File: src/rtl/dpcmp_pred.sv
module dpcmp_pred #(
  parameter int LANE_W = 64,
  parameter int EXP_W  = 11
) (
  input  logic                  clk,
  input  logic                  rst,
  input  logic                  in_valid,
  output logic                  in_ready,
  input  logic [2*LANE_W-1:0]   op_a,
  input  logic [2*LANE_W-1:0]   op_b,
  input  logic [2:0]            pred,
  input  logic                  scalar_mode,
  output logic                  out_valid,
  output logic [2*LANE_W-1:0]   res,
  output logic                  inv_op
);
  localparam int FRAC_W = LANE_W - 1 - EXP_W;
  localparam int QBIT   = FRAC_W - 1;

  logic [1:0] hit;
  logic [1:0] bad;

  assign in_ready = 1'b1;

  for (genvar i = 0; i < 2; i++) begin : g_lane
    wire [LANE_W-1:0] a = op_a[i*LANE_W +: LANE_W];
    wire [LANE_W-1:0] b = op_b[i*LANE_W +: LANE_W];
    wire a_nan = (&a[LANE_W-2:FRAC_W]) & (|a[FRAC_W-1:0]);
    wire b_nan = (&b[LANE_W-2:FRAC_W]) & (|b[FRAC_W-1:0]);
    wire unord = a_nan | b_nan;
    wire zz    = ~(|a[LANE_W-2:0]) & ~(|b[LANE_W-2:0]);
    wire eq    = ~unord & ((a == b) | zz);
    wire mag_lt = a[LANE_W-2:0] < b[LANE_W-2:0];
    wire mag_gt = a[LANE_W-2:0] > b[LANE_W-2:0];
    wire ord_lt = (a[LANE_W-1] != b[LANE_W-1]) ? a[LANE_W-1]
                : (a[LANE_W-1] ? mag_gt : mag_lt);
    wire lt    = ~unord & ~zz & ord_lt;
    wire snan  = (a_nan & ~a[QBIT]) | (b_nan & ~b[QBIT]);
    wire strict = (pred[1:0] == 2'd1) | (pred[1:0] == 2'd2);

    always_comb begin
      case (pred)
        3'd0:    hit[i] = eq;
        3'd1:    hit[i] = lt;
        3'd2:    hit[i] = lt | eq;
        3'd3:    hit[i] = unord;
        3'd4:    hit[i] = ~eq;
        3'd5:    hit[i] = ~lt;
        3'd6:    hit[i] = ~(lt | eq);
        default: hit[i] = ~unord;
      endcase
    end

    assign bad[i] = snan | (unord & strict);
  end

  wire [LANE_W-1:0] hi_next = scalar_mode ? op_a[2*LANE_W-1:LANE_W] : {LANE_W{hit[1]}};
  wire              inv_next = bad[0] | (~scalar_mode & bad[1]);
  wire              fire = in_valid & in_ready;

  always_ff @(posedge clk) begin
    if (rst) begin
      res       <= '0;
      inv_op    <= 1'b0;
      out_valid <= 1'b0;
    end else begin
      out_valid <= fire;
      if (fire) begin
        res    <= {hi_next, {LANE_W{hit[0]}}};
        inv_op <= inv_next;
      end
    end
  end
endmodule

File: config.mk
export PLATFORM = sky130hd
export DESIGN_NAME = dpcmp_pred
export DESIGN_NICKNAME = d
export VERILOG_FILES = /design/src/rtl/dpcmp_pred.sv
export SDC_FILE = /design/constraint.sdc
export NUM_CORES = 1
export LEC_CHECK = 0
export ABC_AREA = 1
export ABC_CLOCK_PERIOD_IN_PS = 2600
export BUFFER_PORTS_ARGS = -buffer_cell sky130_fd_sc_hd__buf_2
export CAP_MARGIN = 20
export CORE_MARGIN = 10
export CORE_UTILIZATION = 40
export DETAILED_ROUTE_END_ITERATION = 10
export GPL_ROUTABILITY_DRIVEN = 1
export GPL_TIMING_DRIVEN = 1
export PLACE_DENSITY = 0.7
export SLEW_MARGIN = 15
export SYNTH_ARGS = -nofsm -noshare
export SYNTH_HDL_FRONTEND = slang
export SYNTH_SLANG_ARGS = --single-unit
File: constraint.sdc
create_clock -name clk -period 2.6 [get_ports clk]
set_input_delay 0.52 -clock clk [delete_from_list [all_inputs] [get_ports clk]]
set_output_delay 0.52 -clock clk [all_outputs]
set_load 0.01 [all_outputs]
==> results.py <==
metrics = {
    "outcome": {
        "outcome": "finished, final reports clean",
    },
    "global_route": {
        "grt_pass1_vias": 10600,
        "antenna_found_initial": 5,
        "grt_use_total_pct": 22.5,
        "grt_overflow": 0,
        "grt_start_max_net_pins": 67,
        "grt_pass1_wl_um": 53000,
    },
    "cells_and_area": {
        "syn2layout_area_growth_pct": 39.3,
        "multi_input_area_mm2": 0.00645,
        "layout_commonest_cell": "buf_2",
        "fillers": 2132,
        "drive_gt1_share_pct": 36.3,
        "seq_area_mm2": 0.00134,
        "layout_common_cells": "buf_2, nand2_1, inv_1",
        "nNetsFinal": 2247,
        "stdcell_count": 2145,
    },
    "clocking": {
        "cts_sinks": 67,
        "ctsRootBufferMaster": "clkbuf_16",
        "numCtsBuffers": 9,
        "clockBufferDepth": 2,
        "clk_latency_ps": 340,
        "htreeDepth": 3,
        "path_clk_slew_ps": 60,
        "ctsHoldBuffers": 0,
        "cts_tree": "yes",
    },
    "flow_run": {
        "max_cap_viol_count": 0,
    },
    "synthesis": {
        "synthTopCellsByArea": "ha_1, dfxtp_1, nand2_1, inv_1, nor2_1",
        "syn_area_mm2": 0.00879,
        "syn_nets": 1820,
        "synth.distinct_cells": 29,
        "synth_top_area_cell": "ha_1",
        "postSynthAreaPerCell_um2": 6.16,
        "ys_async_sr_fraction_pct": 0,
        "ys_dominant_reg_cell": "dfxtp_1",
        "synth_cells": 1427,
        "synth-edff-count": 0,
        "synth_top_area_share_pct": 18.5,
        "synth-seq-cells": 67,
        "ys_seq_area_share_pct": 15.3,
        "synth_warnings": 0,
    },
    "setup_path": {
        "worst_setup_path_start_kind": "primary input",
        "reg2reg_setup_slack_ps": 1870,
        "crit_start": "op_a[76]",
        "critPathMaxStageDelay_ps": 270,
        "reg2reg_to": "res[84]$_SDFFE_PP0P_",
        "required_ps": 2840,
        "crit_path_end": "res[68]$_SDFFE_PP0P_",
        "r2r_cells": 2,
        "endpoint_kind": "flip-flop",
        "worstReg2RegStart": "res[84]$_SDFFE_PP0P_",
        "critical_path.cell_chain": "buf_2, ha_4, nand2_1, nor2_2, nand3_1, nor2_1, nand2_1, nand2_1, nand2_1, nand2_2, nand2_1, nand2_2, nand2_2, nand2_2, a21oi_1, nor2_2, nand2_4, nand2_8, clkbuf_16, a21oi_2",
        "path_class": "in2reg",
        "cp.arrival_ps": 2700,
        "critical_path.slowest_cell": "ha_4",
        "cp.depth": 20,
        "cp_num_buf_inv": 2,
        "crit_top_cell": "nand2_1",
        "cp_top_family": "simple AND/OR/NAND/NOR gates",
        "crit_fanout": 7,
    },
    "routing": {
        "drt_iter0_drc": 730,
        "top_layer_used": "met5",
        "drt_wl_total_um": 35900,
        "wl_per_cell_um": 16.7,
        "ant_nets": 0,
        "via_count": 10900,
        "first_pass_iters": 7,
        "drc": 0,
        "wl_met2_um": 17100,
        "wl_met1_um": 14800,
        "vias_per_cell": 5.09,
        "wl_met3_um": 3210,
    },
    "place": {
        "dp_slack_ps": -234,
        "dp.cells": 2113,
        "portBuffers": 392,
        "dpl.hpwl_um": 29000,
        "place.gp.congestion": 0.975,
    },
    "timing": {
        "tns_ps": 0,
        "hold_viol": 0,
        "period_minus_slack_ps": 2460,
        "fmax_mhz": 407,
        "max_slew_margin_pct": 49.7,
        "tightest_slew_ps": 754,
        "finalWorstSetupSlack_ps": 142,
        "report.final.slew_viol_count": 0,
        "holdWs_ps": 356,
        "clock_skew_ps": 0,
        "fin_crit_sh_pct": 94.5,
        "setup_viol": 0,
    },
    "power_and_ir_drop": {
        "ir_drop_mv": 0.294,
        "cellLeakagePower_nw": 6.64,
        "powerDensity_mw_per_mm2": 349,
    },
    "floorplan": {
        "die_y_um": 168,
        "boundaryPins": 394,
        "initial_core_util_pct": 40.5,
        "dieArea_mm2": 0.0283,
        "core_mm2": 0.0217,
        "dieWidth_um": 168,
        "rows": 54,
    },
    "min_path": {
        "hold_class": "in2reg",
    },
}
## power breakdown
| part | internal (mW) | total, mW | switching, mW |
|---|---|---|---|
| clock network | 0.642 | 1.15 | 0.509 |
| logic | 0.855 | 1.97 | 1.11 |
| registers | 1.11 | 1.16 | 0.0427 |
## worst min path at each step
stage                    startpoint                   end  slack [ps]  depth (start not counted)
6_report                        rst  res[63]$_SDFFE_PP0P_         360                          2
5_1_grt                         rst  out_valid$_SDFF_PP0_         360                          2
4_1_cts                         rst  out_valid$_SDFF_PP0_         350                          2
3_5_place_dp   res[63]$_SDFFE_PP0P_  res[63]$_SDFFE_PP0P_         450                          2
3_3_place_gp   res[63]$_SDFFE_PP0P_  res[63]$_SDFFE_PP0P_         450                          2
2_1_floorplan   inv_op$_SDFFE_PP0P_   inv_op$_SDFFE_PP0P_         540                          2
## flip-flops by register name, summed over array words and instances, names as in the netlist
register and cells:
inv_op 1, out_valid 1, res 65
## stage by stage
| step | total power, mW | util, % | cell area, um^2 |
|---|---|---|---|
| 5_1_grt | 4.56 | 56.4 | 12200 |
| 2_1_floorplan | 2.26 | - | 8790 |
| 3_3_place_gp | 2.92 | 52.2 | 11300 |
| 3_5_place_dp | 2.95 | 52.2 | 11300 |
| 4_1_cts | 4.10 | 53.4 | 11600 |
| 6_report | 4.27 | 56.4 | 12200 |
## repair_timing
| action | 4_1_cts | 5_1_grt |
|---|---|---|
| gates resized for setup | 0 | 73 |
| setup endpoints to repair | 0 | 64 |
| setup buffers | 0 | 2 |
## worst reg2reg max path, delay by kind of cell, from the launching register on
kind               cells  cell delay, ps
AOI/OAI and AO/OA      2             290
DFF                    1             330
## logic make-up after synthesis
logic type	Yosys count	share of synthesized area [%]
and+or+nand+nor	661	31.8
buffers and inverters	311	16.8
AOI/OAI and AO/OA	255	17.4
adders and majority gates	130	18.5
DFF	67	15.3
xor gates and xnor gates	2	0.199
other	1	0.0427
## final cells by class
type | count | share of cell area [%]
Tap cell | 280 | 2.86
Timing Repair Buffer | 513 | 24.7
Inverter | 213 | 6.53
Multi-Input combinational cell | 1050 | 52.7
Sequential cell | 67 | 11.0
Clock buffer | 11 | 1.90
Antenna cell | 6 | 0.123
Clock inverter | 5 | 0.245
## Yosys cell counts (4+ instances only)
cell type  count
nor2_1       201
inv_1        201
nand4_1       66
a21oi_1      119
nand2_1      307
o21ai_0       67
buf_8          6
nand2_2        4
buf_4         64
inv_2         12
nor3_1        25
ha_1         130
dfxtp_1       67
clkbuf_1      28
nand3_1       47
nor4_1         4
a21oi_2       61
a21o_1         6
## routing by layer
| metal | up-vias | track usage (%) |
|---|---|---|
| li1 | 5466 | - |
| met1 | 4949 | 27.1 |
| met2 | 453 | 38.5 |
| met3 | 46 | 6.01 |
| met4 | 2 | 6.09 |
| met5 | - | 0 |
Note: power is estimated with default switching activity, not from simulation.
